===== config.mk =====
export PLATFORM = sky130hd
export DESIGN_NAME = slow_idle_clkgen
export DESIGN_NICKNAME = d
export VERILOG_FILES = /design/src/rtl/sic_pkg.sv /design/src/rtl/sic_divider.sv /design/src/rtl/sic_prescaler.sv /design/src/rtl/slow_idle_clkgen.sv
export SDC_FILE = /design/constraint.sdc
export NUM_CORES = 1
export LEC_CHECK = 0
export BUFFER_PORTS_ARGS = -buffer_cell sky130_fd_sc_hd__buf_2
export CAP_MARGIN = 20
export CORE_ASPECT_RATIO = 0.9
export CORE_MARGIN = 2
export CORE_UTILIZATION = 40
export CTS_BUF_LIST = sky130_fd_sc_hd__clkbuf_16
export DETAILED_ROUTE_END_ITERATION = 16
export PLACE_DENSITY_LB_ADDON = 0.25
export SYNTH_ARGS = -nofsm -noshare
export SYNTH_HDL_FRONTEND = slang
export SYNTH_SLANG_ARGS = --single-unit
export TNS_END_PERCENT = 100

===== constraint.sdc =====
create_clock -name clk_i -period 2.1 [get_ports clk_i]
set_input_delay 0.42 -clock clk_i [delete_from_list [all_inputs] [get_ports clk_i]]
set_output_delay 0.42 -clock clk_i [all_outputs]
set_load 0.03 [all_outputs]

===== src/rtl/sic_pkg.sv =====
package sic_pkg;
  typedef enum logic [1:0] {
    MODE_RUN  = 2'd0,
    MODE_IDLE = 2'd1,
    MODE_SLOW = 2'd2
  } sic_mode_e;

  localparam int unsigned CODE_W  = 2;
  localparam int unsigned LOG2_LO = 4;                          // divide-by-16 floor
  localparam int unsigned CNT_W   = LOG2_LO + (1 << CODE_W) - 1; // 7 bits, covers 128

  function automatic logic [CNT_W-1:0] period_mask(input logic [CODE_W-1:0] code);
    logic [CNT_W:0] one_hot;
    one_hot = (CNT_W+1)'(1) << (LOG2_LO + int'(code));
    return CNT_W'(one_hot - (CNT_W+1)'(1));
  endfunction
endpackage


===== src/rtl/sic_divider.sv =====
module sic_divider
  import sic_pkg::*;
(
  input  logic              clk_i,
  input  logic              rst_ni,
  input  logic [CODE_W-1:0] code_i,
  output logic              boundary_o
);
  logic [CNT_W-1:0] cnt_q;
  logic [CNT_W-1:0] mask;

  // free-running: never restarted, so a period is never cut short
  always_ff @(posedge clk_i or negedge rst_ni) begin
    if (!rst_ni) cnt_q <= '0;
    else         cnt_q <= cnt_q + CNT_W'(1);
  end

  assign mask       = period_mask(code_i);
  assign boundary_o = (cnt_q & mask) == mask;
endmodule


===== src/rtl/sic_prescaler.sv =====
module sic_prescaler #(
  parameter int unsigned DIV = 4
) (
  input  logic clk_i,
  input  logic rst_ni,
  input  logic tick_i,
  output logic en_o
);
  localparam int unsigned W = (DIV > 2) ? $clog2(DIV) : 1;
  localparam logic [W-1:0] LAST = W'(DIV - 1);

  logic [W-1:0] cnt_q;

  always_ff @(posedge clk_i or negedge rst_ni) begin
    if (!rst_ni)     cnt_q <= '0;
    else if (tick_i) cnt_q <= (cnt_q == LAST) ? '0 : cnt_q + W'(1);
  end

  assign en_o = tick_i && (cnt_q == LAST);


  prescale_gap_chk: assert property (@(posedge clk_i) disable iff (!rst_ni)
    en_o |=> !en_o);
endmodule


===== src/rtl/slow_idle_clkgen.sv =====
module slow_idle_clkgen
  import sic_pkg::*;
#(
  parameter int unsigned N_IRQ    = 4,
  parameter int unsigned SCLK_DIV = 4,
  parameter int unsigned TMR_DIV  = 8
) (
  input  logic              clk_i,
  input  logic              rst_ni,
  input  logic              idle_req_i,
  input  logic              idle_plain_i,
  input  logic [CODE_W-1:0] idle_div_i,
  input  logic [N_IRQ-1:0]  irq_i,
  input  logic [N_IRQ-1:0]  irq_mask_i,
  input  logic              dma_req_i,
  output logic              core_en_o,
  output logic              clkout_en_o,
  output logic              sclk_en_o,
  output logic              timer_en_o,
  output logic              idle_o,
  output logic              wake_pend_o,
  output logic              dma_gnt_o
);
  sic_mode_e         mode_q, mode_d;
  logic [CODE_W-1:0] code_q;
  logic              pend_q, pend_d;
  logic              wp_d;
  logic              boundary, base_tick, wake_hit;

  sic_divider u_div (
    .clk_i      (clk_i),
    .rst_ni     (rst_ni),
    .code_i     (code_q),
    .boundary_o (boundary)
  );

  assign wake_hit  = |(irq_i & ~irq_mask_i);
  assign base_tick = (mode_q == MODE_SLOW) ? boundary : 1'b1;

  always_comb begin
    mode_d = mode_q;
    pend_d = pend_q;
    wp_d   = 1'b0;
    unique case (mode_q)
      MODE_RUN:  if (idle_req_i) mode_d = idle_plain_i ? MODE_IDLE : MODE_SLOW;
      MODE_IDLE: if (wake_hit) begin
        mode_d = MODE_RUN;
        wp_d   = 1'b1;
      end
      MODE_SLOW: begin
        // wake only on a divided-clock boundary
        if ((wake_hit || pend_q) && boundary) begin
          mode_d = MODE_RUN;
          wp_d   = 1'b1;
          pend_d = 1'b0;
        end else begin
          pend_d = pend_q || wake_hit;
        end
      end
      default: mode_d = MODE_RUN;
    endcase
  end

  always_ff @(posedge clk_i or negedge rst_ni) begin
    if (!rst_ni) begin
      mode_q      <= MODE_RUN;
      code_q      <= '0;
      pend_q      <= 1'b0;
      wake_pend_o <= 1'b0;
      dma_gnt_o   <= 1'b0;
    end else begin
      mode_q      <= mode_d;
      pend_q      <= pend_d;
      wake_pend_o <= wp_d;
      dma_gnt_o   <= dma_req_i; // cycle steals granted in every mode
      if (mode_q == MODE_RUN && idle_req_i) code_q <= idle_div_i;
    end
  end

  assign core_en_o   = (mode_q == MODE_IDLE) ? 1'b0 : base_tick;
  assign clkout_en_o = base_tick;
  assign idle_o      = (mode_q != MODE_RUN);

  sic_prescaler #(.DIV(SCLK_DIV)) u_sclk_pre (
    .clk_i  (clk_i),
    .rst_ni (rst_ni),
    .tick_i (base_tick),
    .en_o   (sclk_en_o)
  );

  sic_prescaler #(.DIV(TMR_DIV)) u_tmr_pre (
    .clk_i  (clk_i),
    .rst_ni (rst_ni),
    .tick_i (base_tick),
    .en_o   (timer_en_o)
  );


  plain_wake_chk: assert property (@(posedge clk_i) disable iff (!rst_ni)
    (mode_q == MODE_IDLE && wake_hit) |=> (!idle_o && wake_pend_o));


  masked_hold_chk: assert property (@(posedge clk_i) disable iff (!rst_ni)
    (mode_q == MODE_IDLE && !wake_hit) |=> (mode_q == MODE_IDLE));


  slow_hold_chk: assert property (@(posedge clk_i) disable iff (!rst_ni)
    (mode_q == MODE_SLOW && !boundary) |=> (mode_q == MODE_SLOW));


  slow_gap_chk: assert property (@(posedge clk_i) disable iff (!rst_ni)
    (mode_q == MODE_SLOW && core_en_o && !wake_hit && !pend_q) |=> !core_en_o);


  dma_gnt_chk: assert property (@(posedge clk_i) disable iff (!rst_ni)
    dma_req_i |=> dma_gnt_o);
endmodule


==> impl_results.md <==
- Reg2reg start: u_div.cnt_q[0]
- Simple-gate share of the synthesized area: 12.6%
- Num ports: 22
- Post-route DRC violation count: 0
- Antenna fix cells: 0
- Status: complete, no violations
- Unique masters post-synth: 26
- Post-synth EDFFs: 0
- R2r setup slk: 520 ps
- FF+latch count, synth: 19
- Dominant cell type by area after synthesis: dfrtp_1
- Hpwl dp: between 1 and 1.5 mm
- Die W: roughly 56 um
- Top delay family on crit path: simple AND/OR/NAND/NOR gates
- Critical-path top delay cell: dfrtp_1
- CTS tree: built
- Startpoint Class: flip-flop
- CTS buffer count: 3
- DR vias/cell: between 4 and 5
- Initial Utilization: 43.4%
- Worst reg2reg path depth: 7
- Delay of the slowest cell on the worst path: slightly below 400 ps
- Critical Path End Type: primary output
- Core Region: 2220 um2
- First-pass GRT wire length: between 2 and 3 mm
- Initial drt markers: 10
- Max-slew violations: 0
- Number of port buffers: 21
- Final Hold Fails: 0
- Worst skew pair latency: approximately 240 ps
- Worst Path Buf+Inv: 1
- Async set-reset flop share out of synthesis: 100%
- DR WL/cell: 11.3 um
- Layout cells sized above 1: between 40% and 50%
- Largest family of logic cells by synthesized area: simple AND/OR/NAND/NOR gates
- Post-DRT Antenna Nets: 0
- Post-Place Cells: approximately 130
- PwrDens: around 1300 nW/um2
- Setup tns final: 0 ps
- Relative slew slack: around 73%
- Synthesized net count: ~100
- Leading post-synthesis cells by cell area: dfrtp_1 (49%), ha_1 (9.1%), mux2_4 (7.8%)
- Clock Skews: approximately 1.7 ps
- Vias in the first global route: between 600 and 700
- Clk pin slew, worst setup/hold paths: ~50 ps
- Unrepaired setup endpoints after global routing: true
- FP Rows: 16
- Top post-synthesis cells by count: dfrtp_1 (19), inv_1 (8), ha_1 (7)
- Crit path DAT: between 1500 and 2000 ps
- Avg Synthesized Cell Area: between 10 and 15 um2
- Endpoints failing setup: 0
- Post-Synth Adder-Cell Area: a little under a tenth
- Synth-to-Final Area Change: 30.8%
- Initial antenna violation count: 0
- Top-area cell type share of the netlist area: about half
- Hold Crit Class: in -> async
- GRT Overall Usage: roughly an eighth
- Die Height: slightly above 50 um
- Maximum vdd drop: approximately 0.82 mV
- Maxcap violations: 0
- Maximum clock rate: just under 0.5 GHz
- Placer Congestion: ~0.69
- Post-synthesis sequential area ratio: between 40% and 50%
- Most frequent cell after synthesis: dfrtp_1
- Largest net degree at the start of global routing: 20
- Routed WL: around 1.6 mm
- Fin area: around 1300 um2
- CTS sink count: 19
- Post-cts hold buffer count: 0
- Cell Area, Placed: 1110 um2
- Syn Inst Count: 80
- Xor/xnor share of the synthesized area: under 10%
- Crit-path cells: ha_2, nand3_2, a21oi_2, and2_4, nor2b_4, and2b_2, buf_6
- Mux cell area share after synthesis: between 10 and 15%
- Final instance count without filler cells: 140
- Worst Path Required: ~1700 ps
- Detailed-route via count: 650
- Dominant synthesized flop cell: dfrtp_1
- Die area: 2820 um2
- CTS H-tree lvls: 1
- Worst flop-to-flop path endpoint: u_tmr_pre.cnt_q[2]
- Min Tclk post-route: between 2000 and 2500 ps
- Remaining Overflow, GRT: 0
- Clock root buffer: clkbuf_16
- Synth Area in Compound Gates: between 7 and 8%
- Total leakage power: ~0.65 nW
- Final Cycle Share: 97.5%
- CTS max path bufs: 2
- Slew at the pin with the worst max-slew slack: around 410 ps
- First-pass DRT Iterations: 2
- CP Class: reg -> out
- Syn. warnings: 0
- Nets: about 140
- Synthesized area: 963 um2
- Crit-path max FO: 5
[worst register-to-register path: cells and delay by family (launching register included)]
family,cells,cell delay (ps)
fa+ha+maj,1,190
buf+inv,1,150
simple gates,3,390
flops,1,390
compound gates,1,40
mux,1,300
[cells by family after synthesis]
| family | after synthesis |
|---|---|
| muxes | 9 |
| buffers and inverters | 9 |
| adders and majority gates | 7 |
| xor gates and xnor gates | 5 |
| AOI/OAI and AO/OA | 10 |
| DFF | 19 |
| and+or+nand+nor | 21 |
[routing by layer]
metal  share of wire [%]  up-vias  track usage [%]
met1                  47      306             15.5
met2                  48       10             22.0
li1                    -      332                -
met5                   0        -                0
met4                0.70        0             5.69
met3                 4.0        2             4.64
[metrics by stage]
stage / setup slack, ps / util, % / hold WS, ps / power [mW]
detailed placement: 132 / 49.8 / 380 / 1.21
global placement: 159 / 49.8 / 378 / 1.20
global route: -34.3 / 56.7 / 140 / 1.73
floorplan: 152 / - / 124 / 1.06
CTS: 5.27 / 54.9 / 114 / 1.62
finish: 52.3 / 56.7 / 100 / 1.61
[area by class of cell]
class / count / area [um2]
flip-flops and latches: 19 / 475
clock buffers: 3 / 75.1
multi-input cells: 52 / 454
inverters: 8 / 30.0
well taps: 27 / 33.8
clock inverters: 1 / 3.75
repair buffers: 30 / 188
fillers: 189 / 962
[how the worst max path moves through the flow]
stage | from | end | slack (ps) | depth (start not counted)
2_1_floorplan | u_div.cnt_q[0] | core_en_o | 150 | 7
3_3_place_gp | u_div.cnt_q[0] | timer_en_o | 160 | 7
3_5_place_dp | u_div.cnt_q[0] | sclk_en_o | 130 | 7
4_1_cts | u_div.cnt_q[0] | sclk_en_o | 5 | 7
5_1_grt | u_div.cnt_q[0] | clkout_en_o | -30 | 8
6_report | u_div.cnt_q[0] | sclk_en_o | 50 | 7
[cell usage in the layout (no fill, tap or decap), drive strengths merged]
| master | count |
|---|---|
| nand2 | 4 |
| nand2b | 4 |
| xnor2 | 2 |
| o21ai | 1 |
| a21oi | 4 |
| mux2 | 7 |
| inv | 9 |
| and2b | 2 |
| nor2b | 2 |
| xor2 | 3 |
| nand3 | 2 |
| nand4 | 1 |
| buf | 29 |
| o2111ai | 1 |
| dfrtp | 19 |
| o211ai | 2 |
| clkbuf | 4 |
| o22ai | 1 |
| nor2 | 5 |
| mux2i | 2 |
| ha | 7 |
| a21boi | 1 |
| and2 | 1 |
[flip-flops by register name, indices dropped and copies added, names as in the netlist]
| signal | flops |
|---|---|
| dma_gnt_o | 1 |
| u_div.cnt_q | 7 |
| u_sclk_pre.cnt_q | 2 |
| pend_q | 1 |
| code_q | 2 |
| u_tmr_pre.cnt_q | 3 |
| mode_q | 2 |
| wake_pend_o | 1 |
[where the power goes]
part / total [mW] / switching [mW] / internal (mW) / leakage [nW]
Combinational: 0.702 / 0.333 / 0.369 / 0.387
Clock: 0.371 / 0.119 / 0.253 / 0.0423
Sequential: 0.533 / 0.0639 / 0.469 / 0.226
[what timing repair did]
action                                  in CTS  in global routing
resized for setup                            4                  3
cloned                                       0                  0
buffers inserted                             3                  4
pin swaps                                    0                  1
endpoints found under the setup margin       3                  4
Note: power is estimated with default switching activity, not from simulation.
